`src/rtl/slotser_pkg.sv`:
```
package slotser_pkg;

    localparam int HALF_W = 16;
    localparam int POS_W  = 10;
    localparam int WORD_W = 32;
    localparam int CNT_W  = 6;

    typedef struct packed {
        logic             en;
        logic [POS_W-1:0] pos;
        logic [CNT_W-1:0] width;
    } chan_t;

    // Decode one 16-bit channel half: extend | enable | position | code
    function automatic chan_t decode_chan(input logic [HALF_W-1:0] f);
        chan_t    c;
        logic [6:0] w;
        w = 7'd8 + {3'b000, f[3:0]} + (f[15] ? 7'd16 : 7'd0);
        if (w > 7'd32) begin
            w = 7'd32;
        end
        c.en    = f[14];
        c.pos   = f[13:4];
        c.width = w[CNT_W-1:0];
        return c;
    endfunction

endpackage

```
`src/rtl/slot_match.sv`:
```
module slot_match
    import slotser_pkg::*;
#(
    parameter int BITCNT_W = 10
) (
    input  logic [HALF_W-1:0]   cfg_half,
    input  logic [BITCNT_W-1:0] bit_cnt,
    output logic                hit,
    output logic [CNT_W-1:0]    width
);

    chan_t ch;

    always_comb begin
        ch    = decode_chan(cfg_half);
        hit   = ch.en && (32'(bit_cnt) == 32'(ch.pos));
        width = ch.width;
    end

endmodule

```
`src/rtl/slot_tx.sv`:
```
module slot_tx
    import slotser_pkg::*;
(
    input  logic              clk,
    input  logic              rst_n,
    input  logic              bit_stb,
    input  logic              pack,
    input  logic              hit1,
    input  logic              hit2,
    input  logic [CNT_W-1:0]  w1,
    input  logic [CNT_W-1:0]  w2,
    input  logic [WORD_W-1:0] tx_data,
    input  logic              tx_empty,
    output logic              tx_pop,
    output logic              sd_out,
    output logic              tx_urun
);

    typedef struct packed {
        logic [WORD_W-1:0] sh;
        logic [CNT_W-1:0]  left;
        logic [HALF_W-1:0] hold;
        logic              sdo;
        logic              urun;
    } tx_st_t;

    tx_st_t d, q;
    logic [WORD_W-1:0] word, samp, al;
    logic [HALF_W-1:0] half;
    logic [CNT_W-1:0]  w;

    always_comb begin
        d      = q;
        d.urun = 1'b0;
        tx_pop = 1'b0;
        word   = '0;
        samp   = '0;
        al     = '0;
        half   = '0;
        w      = '0;
        if (bit_stb) begin
            if (hit1 || hit2) begin
                w = hit1 ? w1 : w2;
                if (!pack || hit1) begin
                    if (!tx_empty) begin
                        tx_pop = 1'b1;
                        word   = tx_data;
                    end else begin
                        d.urun = 1'b1;
                    end
                end
                if (pack) begin
                    half = hit1 ? word[HALF_W-1:0] : q.hold;
                    if (hit1) begin
                        d.hold = word[WORD_W-1:HALF_W];
                    end
                    samp = {{(WORD_W-HALF_W){1'b0}}, half};
                end else begin
                    samp = word;
                end
                al     = samp << (CNT_W'(WORD_W) - w);
                d.sdo  = al[WORD_W-1];
                d.sh   = {al[WORD_W-2:0], 1'b0};
                d.left = w - CNT_W'(1);
            end else if (q.left != '0) begin
                d.sdo  = q.sh[WORD_W-1];
                d.sh   = {q.sh[WORD_W-2:0], 1'b0};
                d.left = q.left - CNT_W'(1);
            end else begin
                d.sdo = 1'b0;
            end
        end
    end

    always_ff @(posedge clk or negedge rst_n) begin
        if (!rst_n) begin
            q <= '0;
        end else begin
            q <= d;
        end
    end

    assign sd_out  = q.sdo;
    assign tx_urun = q.urun;

    AST_TX_IDLE_LOW: assert property (@(posedge clk) disable iff (!rst_n)
        (bit_stb && q.left == '0 && !hit1 && !hit2) |=> !sd_out);
    AST_TX_URUN_ZERO: assert property (@(posedge clk) disable iff (!rst_n)
        tx_urun |-> !sd_out);
    AST_TX_PACK_POP: assert property (@(posedge clk) disable iff (!rst_n)
        (tx_pop && pack) |-> hit1);

endmodule

```
`src/rtl/slot_rx.sv`:
```
module slot_rx
    import slotser_pkg::*;
(
    input  logic              clk,
    input  logic              rst_n,
    input  logic              bit_stb,
    input  logic              pack,
    input  logic              hit1,
    input  logic              hit2,
    input  logic [CNT_W-1:0]  w1,
    input  logic [CNT_W-1:0]  w2,
    input  logic              sd_in,
    input  logic              rx_full,
    output logic              rx_push,
    output logic [WORD_W-1:0] rx_wdata,
    output logic              rx_orun
);

    typedef struct packed {
        logic [WORD_W-1:0] acc;
        logic [CNT_W-1:0]  left;
        logic              cur2;
        logic [HALF_W-1:0] hold;
        logic              push;
        logic [WORD_W-1:0] wdata;
        logic              orun;
    } rx_st_t;

    rx_st_t d, q;
    logic [WORD_W-1:0] nv, outw;

    always_comb begin
        d      = q;
        d.push = 1'b0;
        d.orun = 1'b0;
        nv     = '0;
        outw   = '0;
        if (bit_stb) begin
            if (hit1 || hit2) begin
                d.acc  = {{(WORD_W-1){1'b0}}, sd_in};
                d.left = (hit1 ? w1 : w2) - CNT_W'(1);
                d.cur2 = !hit1;
            end else if (q.left != '0) begin
                nv     = {q.acc[WORD_W-2:0], sd_in};
                d.acc  = nv;
                d.left = q.left - CNT_W'(1);
                if (q.left == CNT_W'(1)) begin
                    if (pack && !q.cur2) begin
                        d.hold = nv[HALF_W-1:0];
                    end else begin
                        outw = pack ? {nv[HALF_W-1:0], q.hold} : nv;
                        if (rx_full) begin
                            d.orun = 1'b1;
                        end else begin
                            d.push  = 1'b1;
                            d.wdata = outw;
                        end
                    end
                end
            end
        end
    end

    always_ff @(posedge clk or negedge rst_n) begin
        if (!rst_n) begin
            q <= '0;
        end else begin
            q <= d;
        end
    end

    assign rx_push  = q.push;
    assign rx_wdata = q.wdata;
    assign rx_orun  = q.orun;

    AST_RX_PUSH_ROOM: assert property (@(posedge clk) disable iff (!rst_n)
        rx_push |-> !$past(rx_full));
    AST_RX_PUSH_AFTER_STB: assert property (@(posedge clk) disable iff (!rst_n)
        rx_push |-> $past(bit_stb));

endmodule

```
`src/rtl/dual_slot_serializer.sv`:
```
module dual_slot_serializer
    import slotser_pkg::*;
#(
    parameter int BITCNT_W = 10
) (
    input  logic                clk,
    input  logic                rst_n,
    input  logic                bit_stb,
    input  logic [BITCNT_W-1:0] bit_cnt,
    input  logic [31:0]         tx_cfg,
    input  logic [31:0]         rx_cfg,
    input  logic                tx_pack,
    input  logic                rx_pack,
    input  logic [31:0]         tx_data,
    input  logic                tx_empty,
    output logic                tx_pop,
    output logic                sd_out,
    input  logic                sd_in,
    input  logic                rx_full,
    output logic                rx_push,
    output logic [31:0]         rx_wdata,
    output logic                tx_urun,
    output logic                rx_orun
);

    localparam int NCH = 2;

    logic [NCH-1:0]   tx_hit, rx_hit;
    logic [CNT_W-1:0] tx_w [NCH];
    logic [CNT_W-1:0] rx_w [NCH];

    // index 0 is channel 1 (upper half), index 1 is channel 2 (lower half)
    for (genvar g = 0; g < NCH; g++) begin : g_ch
        slot_match #(.BITCNT_W(BITCNT_W)) u_tx_m (
            .cfg_half (tx_cfg[HALF_W*(NCH-1-g) +: HALF_W]),
            .bit_cnt  (bit_cnt),
            .hit      (tx_hit[g]),
            .width    (tx_w[g])
        );
        slot_match #(.BITCNT_W(BITCNT_W)) u_rx_m (
            .cfg_half (rx_cfg[HALF_W*(NCH-1-g) +: HALF_W]),
            .bit_cnt  (bit_cnt),
            .hit      (rx_hit[g]),
            .width    (rx_w[g])
        );
    end

    slot_tx u_tx (
        .clk      (clk),
        .rst_n    (rst_n),
        .bit_stb  (bit_stb),
        .pack     (tx_pack),
        .hit1     (tx_hit[0]),
        .hit2     (tx_hit[1]),
        .w1       (tx_w[0]),
        .w2       (tx_w[1]),
        .tx_data  (tx_data),
        .tx_empty (tx_empty),
        .tx_pop   (tx_pop),
        .sd_out   (sd_out),
        .tx_urun  (tx_urun)
    );

    slot_rx u_rx (
        .clk      (clk),
        .rst_n    (rst_n),
        .bit_stb  (bit_stb),
        .pack     (rx_pack),
        .hit1     (rx_hit[0]),
        .hit2     (rx_hit[1]),
        .w1       (rx_w[0]),
        .w2       (rx_w[1]),
        .sd_in    (sd_in),
        .rx_full  (rx_full),
        .rx_push  (rx_push),
        .rx_wdata (rx_wdata),
        .rx_orun  (rx_orun)
    );

endmodule

```
`config.mk`:
```
export PLATFORM = sky130hd
export DESIGN_NAME = dual_slot_serializer
export DESIGN_NICKNAME = d
export VERILOG_FILES = /design/src/rtl/slotser_pkg.sv /design/src/rtl/slot_match.sv /design/src/rtl/slot_tx.sv /design/src/rtl/slot_rx.sv /design/src/rtl/dual_slot_serializer.sv
export SDC_FILE = /design/constraint.sdc
export NUM_CORES = 1
export LEC_CHECK = 0
export CAP_MARGIN = 20
export CORE_ASPECT_RATIO = 2
export CORE_UTILIZATION = 50
export DETAILED_ROUTE_END_ITERATION = 12
export HOLD_SLACK_MARGIN = 0.1
export MAX_ROUTING_LAYER = met4
export PLACE_DENSITY = 0.88
export SLEW_MARGIN = 20
export SYNTH_ARGS = -nofsm -noshare
export SYNTH_HDL_FRONTEND = slang
export SYNTH_SLANG_ARGS = --single-unit
export TNS_END_PERCENT = 1
```
`constraint.sdc`:
```
create_clock -name clk -period 3.3 [get_ports clk]
set_input_delay 0.825 -clock clk [delete_from_list [all_inputs] [get_ports clk]]
set_output_delay 0.825 -clock clk [all_outputs]
set_load 0.01 [all_outputs]
```
## After elaboration in Yosys (flattened, before gate mapping)

Index checks and enable logic that the tools add are counted.

- Multiplexer cells: 38
- Add/sub/neg operators: 13
- $lt $le $gt $ge: 4
- Div/mod/pow operators: 0
- Reduce and logical (&&, ||, !) cells: 21
- Bitwise operators: 3
- Shift operators: 1
- Equal/unequal tests: 5
- $mul: 0

Operators by type and width:

| kind | number |
|---|---|
| two-way mux 32 bit | 6 |
| two-way mux 34 bit | 5 |
| two-way mux 38 bit | 2 |
| two-way mux 37 bit | 2 |
| == test 10 bit | 4 |
| two-way mux 6 bit | 6 |
| two-way mux 33 bit | 1 |
| << shifter 32 x 6 -> 32 bit | 1 |
| greater-than comparator 7 x 6 -> 1 bit, second input constant | 4 |
| adder 5 x 5 -> 6 bit | 4 |
| subtractor 6 x 1 -> 6 bit, second input constant | 4 |
| adder 4 x 4 -> 5 bit, first input constant | 4 |
| two-way mux 5 bit | 4 |
| two-way mux 16 bit | 1 |
| nonzero test 6 bit | 2 |
| two-way mux 1 bit | 11 |
| == test 6 x 1 -> 1 bit, second input constant | 1 |
| AND reduction 2 bit | 3 |
| AND reduction 6 bit | 1 |
| subtractor 6 bit, first input constant | 1 |
| logical AND 1 bit | 5 |
| AND reduction 5 bit | 1 |
| AND reduction 4 bit | 1 |
| nonzero test 2 bit | 2 |
| other kinds (3) | 9 |

- Register bits after elaboration: 144
- RAM bits: 0
- Bits in latches: 0
- Word-level logic and storage cells: 97
- Output and inout port bits: 37
- Input port bits: 114
- ROM bits: 0
- Memories kept: 0

## Logic depth before layout (Yosys ltp)

Gate-level depths: netlist of the first run.

- Depth after elaboration: 10
- Gate-level depth with buffers: 19
- Depth with buffers taken out: 14

## Hierarchy

Synthesis of the first run repeated with hierarchy kept, for this count alone.

- Cell total of the unflattened synthesis: 970
- Area total of the unflattened synthesis: 9,952.0 um^2

By module, submodules not included:

| module | area each (um^2) | instances | cells an instance | sequential area each (um^2) |
|---|---|---|---|---|
| slot_tx | 4,895.9 | 1 | 563 | 1,376.3 |
| slot_rx | 4,405.5 | 1 | 327 | 2,202.1 |
| slot_match | 162.7 | 4 | 20 | 0.0 |

## Worst setup path after synthesis of the first run

No wires, ideal clock.

- Path type: input -> register
- From: in tx_cfg[19]
- To: reg u_tx.q[39] in the netlist's numbering
- Data required time: 3.174 ns
- Cell stages on the path: 15
- Path buffers: 4
- Arrival time: 4.336 ns
- Setup time: 0.126 ns
- Path slack: -1.162 ns
- Cell sequence: ha_1 -> nand2b_1 -> nor4_1 -> nand3_1 -> o21ai_2 -> buf_2 -> inv_1 -> ha_1 -> clkbuf_1 -> clkbuf_1 -> clkbuf_1 -> o21ai_0 -> o22ai_1 -> mux2i_1 -> a221o_1

- Word-level cells in the longest chain between the ends: 8

RTL lines:

| what | RTL line | source |
|---|---|---|
| start: declaration | dual_slot_serializer.sv:10 | `input logic [31:0] tx_cfg,` |
| adder 4 x 4 -> 5 bit * | slotser_pkg.sv:18 | `w = 7'd8 + {3'b000, f[3:0]} + (f[15] ? 7'd16 : 7'd0);` |
| adder 5 x 5 -> 6 bit * | slotser_pkg.sv:18 |  |
| greater-than comparator 7 x 6 -> 1 bit | slotser_pkg.sv:19 | `if (w > 7'd32) begin` |
| two-way mux 6 bit * | slotser_pkg.sv:19 |  |
| two-way mux 6 bit * | slot_tx.sv:43 | `w = hit1 ? w1 : w2;` |
| subtractor 6 bit * | slot_tx.sv:61 | `al = samp << (CNT_W'(WORD_W) - w);` |
| << shifter 32 x 6 -> 32 bit * | slot_tx.sv:61 |  |
| two-way mux 38 bit * | slot_tx.sv:42 | `if (hit1 \|\| hit2) begin` |
| end signal: assignment | slot_tx.sv:77 | `q <= '0;` |
| end signal: assignment | slot_tx.sv:79 | `q <= d;` |
| end: declaration | slot_tx.sv:27 | `tx_st_t d, q;` |

Every way passes the cells marked *; elsewhere a longest branch is shown, timed or not.
A chain may end at the register's enable or synchronous reset.

## Worst setup path in the final report of the first run

- From: in bit_cnt[6]
- To: reg u_tx.q[43] in the netlist's numbering

- Word-level cells in the longest chain between the ends: 10
- Elaborated cells on any way between the ends: 17
- Those cells by class: add/sub (1); eq/ne (2); shift (1); mux (7); reduce/logical (6)

RTL lines:

| what | RTL line | source |
|---|---|---|
| start: declaration | dual_slot_serializer.sv:9 | `input logic [BITCNT_W-1:0] bit_cnt,` |
| parallel branches: the longest is 10 deep, another holds subtractor 6 bit | n/a |  |

Parallel ways; which one is timed is not known. The select of a mux whose other input is x is not followed.

==> flow_metrics.env, run 1 <==
export IMPL_vdd_drop_max_uv=439
export IMPL_place_congestion=1.05
export IMPL_max_cap_violations=0
export IMPL_p_comb_frac=0.371
export IMPL_syn_to_final_growth_pct=42.6
export IMPL_critPathMaxFanout=4
export IMPL_die_area_um2=20500
export IMPL_cts_sinks=143
export IMPL_cts_buffers_inserted=17
export IMPL_drive_above_1_share=0.297
export IMPL_maxSlewViolCount=0
export IMPL_rr_worst_depth=4
export IMPL_r2r_start="u_rx.q[54]"
export IMPL_worstPathRequired_ns=3.64
export IMPL_path_clk_slew_ns=0.06
export IMPL_dp_slack_ns=-1.10
export IMPL_fin_worst_skew_ns=0.0105
export IMPL_final_net_count=1526
export IMPL_startpoint_type="primary input"
export IMPL_row_count=72
export IMPL_fin_crit_sh=1.05
export IMPL_vias_per_cell=6.18
export IMPL_status="complete, but fails checks"
export IMPL_hold_class="in -> async"
export IMPL_switching_share=0.338
export IMPL_h_tree_depth=4
export IMPL_dr_pass1_iters=5
export IMPL_final_common_cell="buf_4"
export IMPL_finalNonFillerCells=1671
export IMPL_rrSetupSlack_ns=0.73
export IMPL_drc=0
export IMPL_num_antenna_cells=0
export IMPL_criticalPathCategory="in -> reg"
export IMPL_fin_hold_ws_ns=0.418
export IMPL_hpwl_um=25500
export IMPL_vias=10335
export IMPL_core_um2=19500
export IMPL_setup_ws_ns=-0.171
export IMPL_p_per_area_nw_per_um2=553
export IMPL_timing_fmax_mhz=288
export IMPL_die_y_um=201
export IMPL_start_util=0.511
export IMPL_ys_seq_elements=143
export IMPL_ant_nets=0
export IMPL_pwr_share_clk=0.259
export IMPL_first_iter_violations=666
export IMPL_first_global_vias=10614
export IMPL_antenna_found_initial=0
export IMPL_postSynthAreaPerCell_um2=8.92
export IMPL_hold_viol_final=0
export IMPL_ys_types=71
export IMPL_setup_viol=26
export IMPL_cpMaxStageDelayCell="o221a_4"
export IMPL_max_stage_delay_ns=0.32
export IMPL_ys_async_sr_fraction=1.00
export IMPL_place_inst=1613
export IMPL_syn_nets=1243
export IMPL_fin_crit_ns=3.47
export IMPL_track_usage=0.355
export IMPL_worst_pin_slew_ns=1.02
export IMPL_syn_inst=1116
export IMPL_worstPathArrival_ns=3.81
export IMPL_internal_power_uw=5190
export IMPL_critPathCaptureType="flop"
export IMPL_io_pins=151
export IMPL_seq_area_frac_synth=0.360
export IMPL_p_switching_uw=2650
export IMPL_synth_ff_type="dfrtp_1"
export IMPL_worstSkewPairLatency_ns=0.43
export IMPL_most_common_layout_cells="buf_4, dfrtp_1, clkdlybuf4s50_1"
export IMPL_syn_area_um2=9950
export IMPL_die_x_um=102
export IMPL_pwr_share_seq=0.370
export IMPL_root_buffer="clkbuf_16"
export IMPL_synth_edf_count=0
export IMPL_wl_um=34700
export IMPL_violations="negative setup slack"
export IMPL_overflow=0
export IMPL_crit_chain="buf_8, xor2_2, nand4bb_4, buf_6, nor3_4, buf_6, o21ai_4, inv_2, ha_4, nand3_4, o221a_4, buf_6, mux2i_2, mux2i_1, buf_4, mux2_4, a211oi_2"
export IMPL_wl_per_cell_um=20.8
export IMPL_relSlewSlack=0.323
export IMPL_grt_start_max_net_pins=81
export IMPL_cts_tree="yes"
export IMPL_regToRegEndpoint="u_rx.q[57]"
export IMPL_crit_top_cell="buf_6"
export IMPL_clk_path_buf_depth=2
export IMPL_grt_setup_unrepaired="yes"
export IMPL_leakage_uw=0.00615
export IMPL_yosysWarnings=0
export IMPL_port_buffers=150
export IMPL_grt_first_pass_wirelength_um=53800
-- per-stage QoR --
step / power [uW] / setup TNS, ns / cell area (um2) / utilization
after floorplan: 4540 / -16.66 / 10100 / -
after global placement: 5470 / -32.80 / 12900 / 0.665
after detailed placement: 5600 / -36.64 / 12900 / 0.665
after CTS: 7760 / -0.407 / 14000 / 0.718
after global routing: 8260 / -5.42 / 14200 / 0.729
final: 7850 / -2.39 / 14200 / 0.729
-- worst max-delay path, delay by kind of cell --
kind | cells | cell delay [ns]
buffers and inverters | 6 | 0.79
and+or+nand+nor | 3 | 0.62
AOI/OAI and AO/OA | 3 | 0.61
muxes | 3 | 0.61
xor gates and xnor gates | 1 | 0.17
adders and majority gates | 1 | 0.16
-- sequential cells by signal, indices dropped and copies added (netlist names) --
| signal | flops |
|---|---|
| u_rx.rx_wdata | 32 |
| u_rx.rx_orun | 1 |
| u_tx.tx_urun | 1 |
| u_rx.rx_push | 1 |
| u_tx.sd_out | 1 |
| u_rx.q | 54 |
| u_tx.q | 53 |
-- per-layer routing --
layer  share of wire  vias up  routed length (um)  track usage
met2            0.55      486               18900        0.635
li1                -     4615                   -            -
met4           0.083        0                2870        0.270
met1            0.33     5024               11500        0.328
met3           0.040      210                1380       0.0493
met5               0        -                   0            -
-- synthesized netlist by cell type (all sizes together) (9+ instances only) --
cell type    n  area, um2
o211ai      15        113
mux2        31        349
a31oi       21        131
a22o        33        289
nand4       11       68.8
a21oi       67        335
mux2i       78        781
nand2b      28        175
xnor2       43        377
dfrtp      143       3580
nand2       95        357
o22ai       11       68.8
buf         59        378
clkbuf      59        221
nor2       115        432
nor3        17       95.1
ha          13        163
nor2b        9       56.3
o21ai       72        364
inv         16       60.1
o22a         9       78.8
mux4        12        270
nand3       35        180
-- power groups by stage --
stage | clock [uW] | combinational, uW | sequential [uW]
floorplan | 0 | 1810 | 2730
global placement | 0 | 2600 | 2870
detailed placement | 0 | 2700 | 2900
CTS | 2050 | 2830 | 2890
global route | 2120 | 3150 | 2990
finish | 2030 | 2910 | 2900
-- worst max-delay path by stage --
stage | start | to | slack, ns | cells past startpoint
after floorplan | bit_cnt[4] | u_tx.q[44] | -0.60 | 15
after global placement | bit_cnt[6] | u_tx.q[29] | -1.04 | 14
after detailed placement | bit_cnt[6] | u_tx.q[29] | -1.10 | 14
after CTS | bit_cnt[3] | u_tx.q[38] | -0.07 | 16
after global routing | bit_cnt[5] | u_tx.q[43] | -0.30 | 17
final | bit_cnt[6] | u_tx.q[43] | -0.17 | 17
-- area by class of cell --
type                       count  area (um2)
multi-input combinational    840        6250
fill                        1397        5280
clock buffer                  19         443
tap                          259         324
inverter                      16        60.1
timing repair buffer         381        3350
sequential                   143        3580
clock inverter                13         176
-- repair_timing --
item                                    CTS  global route
hold buffers                              0             0
setup buffers                            21             4
pin swaps                                32            30
cloned                                    1             0
gates resized for setup                 156            51
endpoints found under the setup margin   38            33
hold endpoints to repair                  0             0
-- logic make-up (layout without fill, tap and decap cells) --
kind of cell             after synthesis  count (layout)  share of synthesized area
multiplexers                         121             121                      0.141
buffers and inverters                134             429                     0.0663
XOR/XNOR                              49              49                     0.0431
adder cells (fa/ha/maj)               13              13                     0.0163
AO/OA/AOI/OAI                        309             310                      0.211
AND/OR/NAND/NOR                      347             347                      0.163
flip-flops                           143             143                      0.360
(Power assumes the default switching activity.)
==> run 2, diff against run 1 <==
Settings changed: CORE_MARGIN from default to 2, CTS_CLUSTER_DIAMETER from default to 60.
==> run 2 against run 1 <==
The flow still finishes with violations (negative setup slack). Utilization down 0.94 points. First-iteration DRC count down 9.0%. Count of clock-buffer cells in the layout unchanged. Sequential power about the same.
==> flow_metrics.env, run 2 (synthesized netlist as in run 1, its figures left out) <==
export IMPL_status="complete, but fails checks"
export IMPL_violations="negative setup slack"
export IMPL_syn_to_final_growth_pct=42.7
export IMPL_path_clk_slew_ns=0.06
export IMPL_grt_setup_unrepaired="yes"
export IMPL_root_buffer="clkbuf_16"
export IMPL_die_area_um2=21100
export IMPL_wl_per_cell_um=20.8
export IMPL_h_tree_depth=4
export IMPL_critPathMaxFanout=7
export IMPL_clk_path_buf_depth=2
export IMPL_worstPathRequired_ns=3.64
export IMPL_crit_top_cell="buf_4"
export IMPL_antenna_found_initial=0
export IMPL_startpoint_type="primary input"
export IMPL_largest_reg_flops=54
export IMPL_largest_register="u_rx.q"
export IMPL_place_inst=1622
export IMPL_critPathCaptureType="flop"
export IMPL_track_usage=0.334
export IMPL_hpwl_um=25600
export IMPL_drc=0
export IMPL_drive_above_1_share=0.303
export IMPL_worst_pin_slew_ns=0.581
export IMPL_dr_pass1_iters=6
export IMPL_setup_viol=29
export IMPL_cts_tree="yes"
export IMPL_design_area_um2=14200
export IMPL_timing_fmax_mhz=277
export IMPL_overflow=0
export IMPL_relSlewSlack=0.613
export IMPL_most_common_layout_cells="buf_4, dfrtp_1, clkdlybuf4s50_1"
export IMPL_finalNonFillerCells=1673
export IMPL_dp_slack_ns=-1.13
export IMPL_core_um2=19700
export IMPL_maxSlewViolCount=0
export IMPL_place_congestion=1.02
export IMPL_first_global_vias=10432
export IMPL_grt_first_pass_wirelength_um=53900
export IMPL_crit_chain="buf_6, xnor2_2, buf_4, buf_4, buf_4, and4_1, nand3_2, o21ai_4, inv_2, ha_4, mux4_2, o311ai_4, or4_4, buf_6, or3_4, a31oi_4"
export IMPL_port_buffers=150
export IMPL_start_util=0.504
export IMPL_io_pins=151
export IMPL_criticalPathCategory="in -> reg"
export IMPL_fin_crit_ns=3.61
export IMPL_row_count=73
export IMPL_worstSkewPairLatency_ns=0.43
export IMPL_fin_worst_skew_ns=0.0122
export IMPL_first_iter_violations=606
export IMPL_vias_per_cell=6.12
export IMPL_setup_ws_ns=-0.311
export IMPL_worstPathArrival_ns=3.95
export IMPL_final_net_count=1526
export IMPL_die_y_um=203
export IMPL_final_common_cell="buf_4"
export IMPL_hold_class="in -> async"
export IMPL_ant_nets=0
export IMPL_die_x_um=104
export IMPL_cts_sinks=143
export IMPL_cpMaxStageDelayCell="or4_4"
export IMPL_num_antenna_cells=0
export IMPL_vias=10238
export IMPL_max_cap_violations=0
export IMPL_fin_crit_sh=1.09
export IMPL_grt_start_max_net_pins=66
export IMPL_max_stage_delay_ns=0.59
export IMPL_fin_hold_ws_ns=0.368
export IMPL_leakage_uw=0.00610
export IMPL_vdd_drop_max_uv=373
export IMPL_place_area_um2=13000
export IMPL_hold_viol_final=0
export IMPL_p_per_area_nw_per_um2=537
export IMPL_cts_buffers_inserted=17
export IMPL_wl_um=34800
[run 2: final timing paths]
path                       cells after the start  slack (ns)       start                to
max in group asynchronous                      2        2.06       rst_n  u_rx.rx_wdata[8]
max                                           16       -0.31  bit_cnt[4]        u_tx.q[44]
min reg2reg                                    1        0.50  u_tx.q[29]        u_tx.q[29]
min                                            1        0.37       rst_n        u_tx.q[11]
max reg2reg                                    8        0.91   u_tx.q[5]        u_tx.q[42]
min in group clk                               1        0.50  u_tx.q[29]        u_tx.q[29]
[run 2: cell type report]
| class | instances | area, um2 |
|---|---|---|
| sequential | 143 | 3580 |
| fill | 1434 | 5530 |
| tap | 262 | 328 |
| clock inverter | 12 | 114 |
| timing repair buffer | 381 | 3340 |
| clock buffer | 19 | 443 |
| multi-input combinational | 840 | 6340 |
| inverter | 16 | 60.1 |
[run 2: where the power goes]
part / total, uW / internal (uW) / switching [uW] / leakage, uW
Clock: 1830 / 1060 / 774 / 0.000262
Combinational: 2900 / 1590 / 1320 / 0.00403
Sequential: 2890 / 2380 / 513 / 0.00181
[run 2: stage by stage]
stage | total power [uW] | setup TNS (ns) | utilization
2_1_floorplan | 4540 | -16.66 | -
3_3_place_gp | 5480 | -30.38 | 0.659
3_5_place_dp | 5610 | -35.82 | 0.659
4_1_cts | 7560 | -1.41 | 0.707
5_1_grt | 8060 | -4.61 | 0.719
6_report | 7630 | -3.37 | 0.719
[run 2: critical path: cells and delay by family]
family	cells	cell delay (ns)
adders and majority gates	1	0.18
and+or+nand+nor	4	1.44
buffers and inverters	6	0.67
xor gates and xnor gates	1	0.18
AOI/OAI and AO/OA	3	0.39
muxes	1	0.24
[run 2: routing by layer]
layer	GRT usage	share of wire	vias to the layer above	wire length [um]
met1	0.318	0.34	4953	11700
met2	0.605	0.54	468	18900
met4	0.251	0.080	0	2800
met5	-	0	-	0
li1	-	-	4622	-
met3	0.0460	0.039	195	1340
[run 2: timing repair]
item | 4_1_cts | 5_1_grt
gates resized for setup | 151 | 54
pin swaps | 36 | 25
cloned | 1 | 0
hold buffers | 0 | 0
buffers inserted | 14 | 5
setup endpoints to repair | 37 | 33
